[src/rtl/spi_cmd_pkg.sv]
`timescale 1ns/1ps
package spi_cmd_pkg;

  typedef struct packed {
    logic       fast;
    logic [1:0] wcode;
    logic [1:0] rcnt;
    logic [7:0] op;
    logic [7:0] a4;
    logic [7:0] a3;
    logic [7:0] a2;
    logic [7:0] dat;
  } cmd_t;

  typedef enum logic [1:0] {ST_IDLE, ST_SHIFT, ST_TAIL} st_t;

  // bytes sent in the write phase for a length code
  function automatic logic [2:0] wr_len(input logic [1:0] code);
    case (code)
      2'd0:    wr_len = 3'd1;
      2'd1:    wr_len = 3'd2;
      2'd2:    wr_len = 3'd4;
      default: wr_len = 3'd5;
    endcase
  endfunction

  // MSB-aligned outgoing bit stream
  function automatic logic [39:0] build_frame(input cmd_t c);
    case (c.wcode)
      2'd0:    build_frame = {c.op, 32'h0};
      2'd1:    build_frame = {c.op, c.dat, 24'h0};
      2'd2:    build_frame = {c.op, c.a4, c.a3, c.a2, 8'h0};
      default: build_frame = {c.op, c.a4, c.a3, c.a2, c.dat};
    endcase
  endfunction

endpackage

[src/rtl/spi_cmd_clkgen.sv]
`timescale 1ns/1ps
module spi_cmd_clkgen #(
  parameter int CW = 3
) (
  input  logic          clk,
  input  logic          rst_n,
  input  logic          run,
  input  logic [CW-1:0] half,
  output logic          tick
);
  logic [CW-1:0] cnt;

  assign tick = run && (cnt == half - 1'b1);

  always_ff @(posedge clk or negedge rst_n) begin
    if (!rst_n)      cnt <= '0;
    else if (!run)   cnt <= '0;
    else if (tick)   cnt <= '0;
    else             cnt <= cnt + 1'b1;
  end
endmodule

[src/rtl/spi_cmd_regs.sv]
`timescale 1ns/1ps
module spi_cmd_regs
  import spi_cmd_pkg::*;
(
  input  logic        clk,
  input  logic        rst_n,
  input  logic        we,
  input  logic [2:0]  addr,
  input  logic [7:0]  wdata,
  output logic [7:0]  rdata,
  input  logic        busy,
  output logic        start,
  output cmd_t        cmd,
  input  logic        done,
  input  logic [1:0]  done_rcnt,
  input  logic [23:0] rx
);
  logic [7:0] op_q, a2_q, a3_q, a4_q, dat_q;
  logic [6:0] ctl_q;
  logic [7:0] rb_q [3];

  assign start = we && (addr == 3'd0) && !busy && (wdata[7:5] == 3'b010);

  always_comb begin
    cmd.fast  = wdata[4];
    cmd.rcnt  = wdata[3:2];
    cmd.wcode = wdata[1:0];
    cmd.op    = op_q;
    cmd.a4    = a4_q;
    cmd.a3    = a3_q;
    cmd.a2    = a2_q;
    cmd.dat   = dat_q;
  end

  always_ff @(posedge clk or negedge rst_n) begin
    if (!rst_n) begin
      op_q <= '0; a2_q <= '0; a3_q <= '0; a4_q <= '0; dat_q <= '0; ctl_q <= '0;
    end else begin
      if (start) ctl_q <= wdata[6:0];
      if (we) begin
        case (addr)
          3'd1: op_q  <= wdata;
          3'd2: a2_q  <= wdata;
          3'd3: a3_q  <= wdata;
          3'd4: a4_q  <= wdata;
          3'd7: dat_q <= wdata;
          default: ;
        endcase
      end
    end
  end

  // byte k of n arrived k-th; the first byte sits highest in rx
  for (genvar k = 0; k < 3; k++) begin : g_rb
    always_ff @(posedge clk or negedge rst_n) begin
      if (!rst_n) rb_q[k] <= '0;
      else if (done && (k < int'(done_rcnt)))
        rb_q[k] <= rx[8*(int'(done_rcnt)-1-k) +: 8];
    end
  end

  always_comb begin
    case (addr)
      3'd0:    rdata = {busy, ctl_q};
      3'd1:    rdata = op_q;
      3'd2:    rdata = a2_q;
      3'd3:    rdata = a3_q;
      3'd4:    rdata = a4_q;
      3'd5:    rdata = rb_q[0];
      3'd6:    rdata = rb_q[1];
      default: rdata = rb_q[2];
    endcase
  end
endmodule

[src/rtl/spi_cmd_shifter.sv]
`timescale 1ns/1ps
module spi_cmd_shifter
  import spi_cmd_pkg::*;
#(
  parameter int HALF_SLOW = 4,
  parameter int CW        = 3
) (
  input  logic          clk,
  input  logic          rst_n,
  input  logic          start,
  input  cmd_t          cmd,
  input  logic          tick,
  output logic          run,
  output logic [CW-1:0] half,
  output logic          busy,
  output logic          sck,
  output logic          cs_n,
  output logic          mosi,
  input  logic          miso,
  output logic          done,
  output logic [1:0]    done_rcnt,
  output logic [23:0]   rx
);
  localparam logic [CW-1:0] H_SLOW = CW'(HALF_SLOW);
  localparam logic [CW-1:0] H_FAST = CW'(HALF_SLOW / 2);

  st_t         st;
  logic [39:0] frame;
  logic [6:0]  bitcnt, total, nwb;
  logic        last_bit;

  assign run       = (st == ST_SHIFT);
  assign busy      = (st != ST_IDLE);
  assign mosi      = frame[39];
  assign last_bit  = (bitcnt == total - 7'd1);
  assign done      = run && tick && sck && last_bit;

  always_ff @(posedge clk or negedge rst_n) begin
    if (!rst_n) begin
      st <= ST_IDLE; frame <= '0; bitcnt <= '0; total <= '0; nwb <= '0;
      half <= H_SLOW; sck <= 1'b0; cs_n <= 1'b1; rx <= '0; done_rcnt <= '0;
    end else begin
      case (st)
        ST_IDLE: if (start) begin
          st        <= ST_SHIFT;
          frame     <= build_frame(cmd);
          nwb       <= {1'b0, wr_len(cmd.wcode), 3'b000};
          total     <= {1'b0, wr_len(cmd.wcode), 3'b000} + {2'b00, cmd.rcnt, 3'b000};
          done_rcnt <= cmd.rcnt;
          half      <= cmd.fast ? H_FAST : H_SLOW;
          bitcnt    <= '0;
          rx        <= '0;
          cs_n      <= 1'b0;
        end
        ST_SHIFT: if (tick) begin
          if (!sck) begin
            sck <= 1'b1;
            if (bitcnt >= nwb) rx <= {rx[22:0], miso};
          end else begin
            sck <= 1'b0;
            if (last_bit) begin
              cs_n <= 1'b1;
              st   <= ST_TAIL;
            end else begin
              bitcnt <= bitcnt + 7'd1;
              frame  <= {frame[38:0], 1'b0};
            end
          end
        end
        default: st <= ST_IDLE;
      endcase
    end
  end
endmodule

[src/rtl/spi_cmd_engine.sv]
`timescale 1ns/1ps
module spi_cmd_engine
  import spi_cmd_pkg::*;
#(
  parameter int HALF_SLOW = 4
) (
  input  logic       clk,
  input  logic       rst_n,
  input  logic       reg_we,
  input  logic [2:0] reg_addr,
  input  logic [7:0] reg_wdata,
  output logic [7:0] reg_rdata,
  output logic       busy,
  output logic       sck,
  output logic       cs_n,
  output logic       mosi,
  input  logic       miso
);
  localparam int CW = $clog2(HALF_SLOW + 1);

  cmd_t          cmd;
  logic          start_evt, tick, run, done_evt;
  logic [CW-1:0] half;
  logic [1:0]    done_rcnt;
  logic [23:0]   rx;

  spi_cmd_regs u_regs (
    .clk(clk), .rst_n(rst_n), .we(reg_we), .addr(reg_addr), .wdata(reg_wdata),
    .rdata(reg_rdata), .busy(busy), .start(start_evt), .cmd(cmd),
    .done(done_evt), .done_rcnt(done_rcnt), .rx(rx)
  );

  spi_cmd_clkgen #(.CW(CW)) u_clk (
    .clk(clk), .rst_n(rst_n), .run(run), .half(half), .tick(tick)
  );

  spi_cmd_shifter #(.HALF_SLOW(HALF_SLOW), .CW(CW)) u_shift (
    .clk(clk), .rst_n(rst_n), .start(start_evt), .cmd(cmd), .tick(tick),
    .run(run), .half(half), .busy(busy), .sck(sck), .cs_n(cs_n), .mosi(mosi),
    .miso(miso), .done(done_evt), .done_rcnt(done_rcnt), .rx(rx)
  );
endmodule

[config.mk]
export PLATFORM = sky130hd
export DESIGN_NAME = spi_cmd_engine
export DESIGN_NICKNAME = d
export VERILOG_FILES = /design/src/rtl/spi_cmd_pkg.sv /design/src/rtl/spi_cmd_clkgen.sv /design/src/rtl/spi_cmd_regs.sv /design/src/rtl/spi_cmd_shifter.sv /design/src/rtl/spi_cmd_engine.sv
export SDC_FILE = /design/constraint.sdc
export NUM_CORES = 1
export LEC_CHECK = 0
export BUFFER_PORTS_ARGS = -buffer_cell sky130_fd_sc_hd__buf_2
export CAP_MARGIN = 20
export CORE_MARGIN = 2
export CORE_UTILIZATION = 25
export CTS_CLUSTER_SIZE = 14
export DETAILED_ROUTE_END_ITERATION = 16
export MAX_ROUTING_LAYER = met4
export RECOVER_POWER = 100
export SLEW_MARGIN = 25
export SYNTH_ARGS = -nofsm -noshare
export SYNTH_HDL_FRONTEND = slang
export SYNTH_SLANG_ARGS = --single-unit
export TNS_END_PERCENT = 1
[constraint.sdc]
create_clock -name clk -period 3.2 [get_ports clk]
set_input_delay 0.48 -clock clk [delete_from_list [all_inputs] [get_ports clk]]
set_output_delay 0.48 -clock clk [all_outputs]
set_load 0.005 [all_outputs]
# Yosys cells after proc, flatten, opt, wreduce, memory -nomap -nowiden
# Index checks and enable logic that the tools add are counted.
[op_classes]
n_addsub = 8
order_cmp = 4
muxes = 34
n_shift = 3
n_reduce_logical = 27
n_eq_ne = 20
[op_table]
columns = ["operator", "n"]
rows = [
  ["2-to-1 mux 40 bit", 4],
  ["2-to-1 mux 24 bit", 4],
  ["case mux 32 bit (3 select lines)", 1],
  ["variable part select 24 x 32 -> 8 bit", 3],
  ["case mux 40 bit (2 select lines)", 1],
  ["case mux 8 bit (7 select lines)", 1],
  ["case mux 24 bit (2 select lines)", 1],
  ["subtractor 29 x 2 -> 29 bit (second input constant)", 1],
  ["subtractor 29 x 3 -> 29 bit (second input constant)", 1],
  ["2-to-1 mux 7 bit", 4],
  ["2-to-1 mux 3 bit", 5],
  ["AND reduction 5 bit", 3],
  ["case mux 7 bit (2 select lines)", 1],
  ["AND reduction 2 bit", 7],
  ["== test 3 bit (second input constant)", 4],
  ["logical AND 1 bit", 10],
  ["== test 3 x 2 -> 1 bit (second input constant)", 3],
  ["case mux 3 bit (3 select lines)", 1],
  ["2-to-1 mux 2 bit", 4],
  ["!= test 2 x 1 -> 1 bit (second input constant)", 4],
  ["adder 6 x 5 -> 7 bit", 1],
  ["adder 7 x 1 -> 7 bit (second input constant)", 1],
  ["== test 7 bit", 1],
  [">= comparator 7 x 6 -> 1 bit", 1],
  ["19 further kinds", 29],
]
[word_totals]
reg_bits = 164
out_inout_bits = 12

# Longest topological paths before layout
[logic_depth]
word_depth = 7
depth_mapped = 10
mapped_depth_nobuf = 7

# Hierarchy
# From an unflattened synthesis, not the netlist that was laid out.
[unflattened]
hier_cells = 844
hier_area_um2 = 8241.7
[modules_own_cells]
columns = ["module", "instances", "seq_area_each_um2", "cells_each", "area_each_um2"]
rows = [
  ["spi_cmd_shifter", 1, 2154.6, 455, 4022.6],
  ["spi_cmd_regs", 1, 1776.7, 368, 3997.6],
  ["spi_cmd_clkgen", 1, 75.1, 21, 221.5],
]

# Least setup slack after synthesis
# OpenSTA, ideal clock, no wires.
[synth_timing]
path_kind = "register -> register"
startpoint = "reg u_shift.done_rcnt[0]"
endpoint = "reg u_regs.rb_q[21] in the netlist's numbering"
slack_ns = 0.669
arrival_time_ns = 2.406
period_less_slack_ns = 2.531
n_path_buf = 3
setup_ns = 0.125
stages_incl_launch_ff = 10
path_cell_list = "dfrtp_1 clkbuf_1 inv_1 ha_1 clkbuf_1 buf_1 mux2_2 a22oi_1 nor2_1 mux2_2"
[synth_via]
elab_chain_len = 2
word_cells_on_any_way = 4
classes_between = "add/sub (1); order compare (1); shift (1); reduce/logical (1)"
[synth_lines]
columns = ["element", "line", "source"]
rows = [
  ["start, declared", "spi_cmd_shifter.sv:21", "output logic [1:0] done_rcnt,"],
  ["start signal, assigned", "spi_cmd_shifter.sv:49", "done_rcnt <= cmd.rcnt;"],
  ["subtractor 2 x 1 -> 3 bit or less-than comparator 1 x 2 -> 1 bit (tied branches)", "spi_cmd_regs.sv:58, spi_cmd_regs.sv:57", ""],
  ["variable part select 24 x 32 -> 8 bit or logical AND 1 bit (tied branches)", "spi_cmd_regs.sv:58, spi_cmd_regs.sv:57", ""],
  ["end signal, assigned by index", "spi_cmd_regs.sv:58", "rb_q[k] <= rx[8*(int'(done_rcnt)-1-k) +: 8];"],
  ["end, declared", "spi_cmd_regs.sv:20", "logic [7:0] rb_q [3];"],
]
# Parallel ways exist; a longest one is shown, timed or not.
# A chain may end at the register's enable or synchronous reset.

# Worst setup path after layout
[layout_timing]
startpoint = "in reg_addr[1]"
endpoint = "out reg_rdata[1]"
[layout_via]
elab_chain_len = 2
word_cells_on_any_way = 8
classes_between = "eq/ne (6); mux (1); reduce/logical (1)"
[layout_lines]
columns = ["element", "line", "source"]
rows = [
  ["start, declared", "spi_cmd_engine.sv:10", "input logic [2:0] reg_addr,"],
  ["== test 3 bit, or another cell as far along", "spi_cmd_regs.sv:63", "case (addr)"],
  ["case mux 8 bit (7 select lines) *", "spi_cmd_regs.sv:63", ""],
  ["end, declared", "spi_cmd_engine.sv:12", "output logic [7:0] reg_rdata,"],
]
# Every way passes the cells marked *; elsewhere a longest branch is shown, timed or not.

==> flow_summary.html <==
<table>
<tr><th>Metric</th><th>Value</th></tr>
<tr><th colspan="2">Timing</th></tr>
<tr><td>Final total negative setup slack</td><td>0 ps</td></tr>
<tr><td>Min cycle time layout</td><td>2870 ps</td></tr>
<tr><td>Setup repair after global routing missed its margin</td><td>no</td></tr>
<tr><td>Max transition margin</td><td>-12.4%</td></tr>
<tr><td>Worst setup skew after layout</td><td>24.7 ps</td></tr>
<tr><td>Final worst slack</td><td>327 ps</td></tr>
<tr><td>Upper clock frequency limit</td><td>348 MHz</td></tr>
<tr><td>Final critical-path share of the clock period</td><td>89.8%</td></tr>
<tr><td>Slew Viols, Final</td><td>103</td></tr>
<tr><td>Count of endpoints failing setup in the final report</td><td>0</td></tr>
<tr><td>Hold Violations, Final</td><td>0</td></tr>
<tr><td>Worst slew pin tran</td><td>1690 ps</td></tr>
<tr><th colspan="2">Pwr</th></tr>
<tr><td>Sequential cell fraction of total power</td><td>47.1%</td></tr>
<tr><td>Proportion of power drawn by the clock network</td><td>40.7%</td></tr>
<tr><td>Share of total power in combinational logic</td><td>12.2%</td></tr>
<tr><td>Worst vdd rail ir drop</td><td>0.387 mV</td></tr>
<tr><td>Switching portion of total power</td><td>27.6%</td></tr>
<tr><td>Net load switching power</td><td>1.44 mW</td></tr>
<tr><td>Power per Cell Area</td><td>560 nW/um^2</td></tr>
<tr><td>Cell internal power dissipation</td><td>3.78 mW</td></tr>
<tr><td>Leak pwr</td><td>4.26 nW</td></tr>
<tr><th colspan="2">Synth</th></tr>
<tr><td>Net Count, Synth</td><td>765</td></tr>
<tr><td>Syn Inst Count</td><td>730</td></tr>
<tr><td>Number of distinct standard cells referenced by the synthesized netlist</td><td>50</td></tr>
<tr><td>Syn Std Cell Area</td><td>8120 um^2</td></tr>
<tr><td>Leading post-synthesis cells by cell area</td><td>sky130_fd_sc_hd__dfrtp_1 49%, sky130_fd_sc_hd__mux2_2 15%, sky130_fd_sc_hd__a22o_1 4.4%, sky130_fd_sc_hd__nand2_1 3.3%, sky130_fd_sc_hd__ha_1 2.9%</td></tr>
<tr><td>#FFs+latches synth</td><td>160</td></tr>
<tr><td>Sequential fraction of the synthesis area</td><td>49.4%</td></tr>
<tr><td>Cell type with the largest total area after synthesis</td><td>sky130_fd_sc_hd__dfrtp_1</td></tr>
<tr><td>Leading register cell type out of synthesis</td><td>sky130_fd_sc_hd__dfrtp_1</td></tr>
<tr><td>Share of synthesized flip-flops with an asynchronous set or reset</td><td>100%</td></tr>
<tr><td>Post-synthesis average cell area</td><td>11.1 um^2</td></tr>
<tr><td>Count of flip-flops with a built-in enable after synthesis</td><td>0</td></tr>
<tr><td>Share of the synthesized area in the top cell type</td><td>48.7%</td></tr>
<tr><td>Yosys warning total</td><td>0</td></tr>
<tr><th colspan="2">Place</th></tr>
<tr><td>Post-placement setup slack</td><td>476 ps</td></tr>
<tr><td>Number of buffer cells added on primary ports</td><td>26</td></tr>
<tr><td>Number of placed instances with taps included</td><td>1,158</td></tr>
<tr><td>Post-detailed-placement cell area</td><td>8790 um^2</td></tr>
<tr><td>Half-perimeter wire length after detailed placement</td><td>14.5 mm</td></tr>
<tr><td>Final Wtd Congestion</td><td>0.807</td></tr>
<tr><th colspan="2">Floorplanning</th></tr>
<tr><td>Overall die width</td><td>184 um</td></tr>
<tr><td>Total I/O pin count</td><td>27</td></tr>
<tr><td>Core box area</td><td>31,800 um^2</td></tr>
<tr><td>Vertical die dimension</td><td>184 um</td></tr>
<tr><td>Number of core rows</td><td>65</td></tr>
<tr><td>Starting utilization of the core area</td><td>25.5%</td></tr>
<tr><td>Die Area</td><td>33,900 um^2</td></tr>
<tr><th colspan="2">GRT</th></tr>
<tr><td>Initial antenna violation count</td><td>0</td></tr>
<tr><td>Remaining Overflow, GRT</td><td>0</td></tr>
<tr><td>Via count of the first global-routing pass</td><td>5,625</td></tr>
<tr><td>Overall Global Routing Usage</td><td>12.7%</td></tr>
<tr><td>Wire length of the first global-routing pass</td><td>32.3 mm</td></tr>
<tr><td>Maximum number of pins on one net before global-route repair</td><td>67</td></tr>
<tr><th colspan="2">Status</th></tr>
<tr><td>Violations in the final reports</td><td>capacitance limit, slew limit</td></tr>
<tr><td>Outcome</td><td>finished, violations left</td></tr>
<tr><th colspan="2">Worst setup path</th></tr>
<tr><td>Critical path peak fanout</td><td>21</td></tr>
<tr><td>Worst setup path class</td><td>in -&gt; out</td></tr>
<tr><td>Critical path data required time</td><td>2720 ps</td></tr>
<tr><td>Worst reg2reg path startpoint</td><td>u_shift.total[3]$_DFFE_PN0P_</td></tr>
<tr><td>Element type at the critical path start</td><td>primary input</td></tr>
<tr><td>Endpoint kind of the worst setup timing path</td><td>primary output</td></tr>
<tr><td>Arrival time reported for the critical path endpoint</td><td>2390 ps</td></tr>
<tr><td>Critical Path Source</td><td>reg_addr[1]</td></tr>
<tr><th colspan="2">Final layout</th></tr>
<tr><td>Inserted Diodes</td><td>0</td></tr>
<tr><td>Total of fill cells in the finished design</td><td>3,291</td></tr>
<tr><td>Count of placed standard cells in the final layout, fillers left out</td><td>1,191</td></tr>
<tr><td>Synth-to-Final Area Change</td><td>14.9%</td></tr>
<tr><td>Fraction of layout cells with a size suffix above 1</td><td>24.9%</td></tr>
<tr><td>Nets</td><td>778</td></tr>
<tr><td>Final Cell Area</td><td>9330 um^2</td></tr>
<tr><th colspan="2">Hold path</th></tr>
<tr><td>Launch instance of the worst min-delay path</td><td>miso</td></tr>
<tr><td>Type of the most critical hold path</td><td>in -&gt; reg</td></tr>
<tr><th colspan="2">Drt</th></tr>
<tr><td>Average via count per standard cell</td><td>4.77</td></tr>
<tr><td>Router iterations before antenna repair</td><td>5</td></tr>
<tr><td>Routed wire length per instance</td><td>16.9 um</td></tr>
<tr><td>Total Wirelength</td><td>20.1 mm</td></tr>
<tr><td>1st-iter DRT viols</td><td>494</td></tr>
<tr><td>Via Count</td><td>5,686</td></tr>
<tr><td>Number of nets with antenna violations after routing</td><td>0</td></tr>
<tr><td>Number of design rule violations left after detail routing</td><td>0</td></tr>
<tr><th colspan="2">Clocking</th></tr>
<tr><td>Number of sinks driven by the clock tree</td><td>160</td></tr>
<tr><td>Number of hold buffers added after CTS</td><td>0</td></tr>
<tr><td>Clock insertion delay at the later pin of the skew report</td><td>440 ps</td></tr>
<tr><td>Count of H-tree levels built during CTS</td><td>4</td></tr>
<tr><td>TritonCTS clock tree</td><td>yes</td></tr>
<tr><td>Max Buffers Root-to-Sink</td><td>2</td></tr>
<tr><td>Setup Buffers After CTS</td><td>0</td></tr>
<tr><td>Number of clock buffers inserted by TritonCTS</td><td>17</td></tr>
<tr><td>Cts repair resizes</td><td>0</td></tr>
<tr><td>Clock Root Buffer</td><td>sky130_fd_sc_hd__clkbuf_16</td></tr>
<tr><td>Clock transition at path regs</td><td>60 ps</td></tr>
<tr><th colspan="2">Run</th></tr>
<tr><td>Max Cap Violations</td><td>2</td></tr>
</table>
[cell families (layout without fill, tap and decap cells)]
family | count (synthesis) | in the layout | share of synthesized area, %
adders and majority gates | 20 | 20 | 3.18
muxes | 127 | 127 | 18.7
DFF | 160 | 160 | 49.4
buffers and inverters | 70 | 96 | 3.35
and+or+nand+nor | 192 | 192 | 11.2
AOI/OAI and AO/OA | 151 | 151 | 13.0
xor gates and xnor gates | 10 | 10 | 1.26
[sequential cells by signal, indices dropped and copies added (netlist names), 4 cells and up]
| signal | count |
|---|---|
| u_regs.dat_q | 8 |
| u_shift.rx | 24 |
| u_regs.ctl_q | 7 |
| u_shift.frame | 40 |
| u_shift.bitcnt | 7 |
| u_shift.total | 4 |
| u_regs.rb_q | 24 |
| u_regs.a3_q | 8 |
| u_regs.a2_q | 8 |
| u_regs.a4_q | 8 |
| u_regs.op_q | 8 |
[through the flow]
step,power (mW),hold slack (ps),util [%]
after floorplan,2.84,184,-
after global placement,3.12,450,27.6
after detailed placement,3.15,454,27.6
after CTS,5.27,62.4,29.6
after global routing,5.44,318,29.3
final,5.22,299,29.3
[placed cells by master, fill, tap and decap left out, types with 4 or more instances in the layout]
master and count:
sky130_fd_sc_hd__mux2_1 6, sky130_fd_sc_hd__a22o_1 41, sky130_fd_sc_hd__a21oi_1 28, sky130_fd_sc_hd__buf_4 7, sky130_fd_sc_hd__mux2_2 108, sky130_fd_sc_hd__inv_6 4, sky130_fd_sc_hd__nand2_1 71, sky130_fd_sc_hd__ha_1 19
sky130_fd_sc_hd__clkbuf_16 17, sky130_fd_sc_hd__inv_1 17, sky130_fd_sc_hd__clkbuf_2 7, sky130_fd_sc_hd__a22oi_1 15, sky130_fd_sc_hd__nor2b_1 5, sky130_fd_sc_hd__mux4_2 8, sky130_fd_sc_hd__a221oi_1 6, sky130_fd_sc_hd__nand3_1 10
sky130_fd_sc_hd__buf_2 16, sky130_fd_sc_hd__and3_1 5, sky130_fd_sc_hd__xnor2_1 6, sky130_fd_sc_hd__o21ai_0 27, sky130_fd_sc_hd__nor3_1 12, sky130_fd_sc_hd__a211oi_1 9, sky130_fd_sc_hd__a31oi_1 12, sky130_fd_sc_hd__dfrtp_1 158
sky130_fd_sc_hd__mux2i_1 5, sky130_fd_sc_hd__nand2b_1 14, sky130_fd_sc_hd__clkbuf_1 16, sky130_fd_sc_hd__nor2_1 56
[power groups by stage]
stage	registers, mW	clock network (mW)	logic, mW
after CTS	2.46	2.16	0.654
after global placement	2.49	0	0.636
after global routing	2.49	2.24	0.712
after floorplan	2.38	0	0.460
final	2.46	2.12	0.635
after detailed placement	2.49	0	0.652
[path summary, 6_finish.rpt]
kind                                           endpoint  slack (ps)  cells after the start
min in group asynchronous     u_shift.rx[5]$_DFFE_PN0P_         460                      1
max reg2reg                 u_regs.rb_q[17]$_DFFE_PN0P_         360                      8
max                                        reg_rdata[1]         330                      5
min reg2reg                 u_regs.ctl_q[6]$_DFFE_PN0P_         460                      1
max in group asynchronous  u_shift.total[5]$_DFFE_PN0P_         760                      2
min                           u_shift.rx[0]$_DFFE_PN0P_         300                      2
[cell type report]
type	count	area, um^2	area share, %
clock inverters	14	180	1.93
well taps	435	544	5.84
repair buffers	47	255	2.74
inverters	17	63.8	0.684
clock buffers	18	429	4.60
multi-input cells	500	3850	41.3
flip-flops and latches	160	4010	43.0
[per-layer routing]
metal	vias to the layer above	global-route usage, %	wire length [um]
met4	0	4.06	278
met3	19	1.60	526
met1	2887	17.6	9820
met5	-	-	0
met2	111	19.4	9450
li1	2669	-	-
[worst max-delay path, cell delays in order]
cell and delay, ps:
sky130_fd_sc_hd__clkbuf_1 500, sky130_fd_sc_hd__buf_4 370, sky130_fd_sc_hd__mux4_2 540, sky130_fd_sc_hd__mux2_1 350, sky130_fd_sc_hd__buf_2 150
[synth_stat cells, types with 2 or more instances]
master and count:
sky130_fd_sc_hd__a211oi_1 9, sky130_fd_sc_hd__a21oi_1 28, sky130_fd_sc_hd__a221oi_1 6, sky130_fd_sc_hd__a22o_1 41, sky130_fd_sc_hd__a22oi_1 15, sky130_fd_sc_hd__a31oi_1 12
sky130_fd_sc_hd__a41oi_1 2, sky130_fd_sc_hd__and3_1 5, sky130_fd_sc_hd__and4b_1 2, sky130_fd_sc_hd__buf_1 5, sky130_fd_sc_hd__buf_2 7, sky130_fd_sc_hd__clkbuf_1 41
sky130_fd_sc_hd__dfrtp_1 158, sky130_fd_sc_hd__dfstp_2 2, sky130_fd_sc_hd__ha_1 19, sky130_fd_sc_hd__inv_1 17, sky130_fd_sc_hd__mux2_1 3, sky130_fd_sc_hd__mux2_2 111
sky130_fd_sc_hd__mux2i_1 5, sky130_fd_sc_hd__mux4_2 8, sky130_fd_sc_hd__nand2_1 71, sky130_fd_sc_hd__nand2b_1 14, sky130_fd_sc_hd__nand3_1 10, sky130_fd_sc_hd__nand3b_1 2
sky130_fd_sc_hd__nand4_1 2, sky130_fd_sc_hd__nand4b_1 2, sky130_fd_sc_hd__nor2_1 57, sky130_fd_sc_hd__nor2b_1 5, sky130_fd_sc_hd__nor3_1 12, sky130_fd_sc_hd__nor4bb_1 2
sky130_fd_sc_hd__o21a_1 2, sky130_fd_sc_hd__o21ai_0 27, sky130_fd_sc_hd__o31ai_1 2, sky130_fd_sc_hd__or2_2 3, sky130_fd_sc_hd__xnor2_1 6, sky130_fd_sc_hd__xor2_1 3
(Power assumes the default switching activity.)
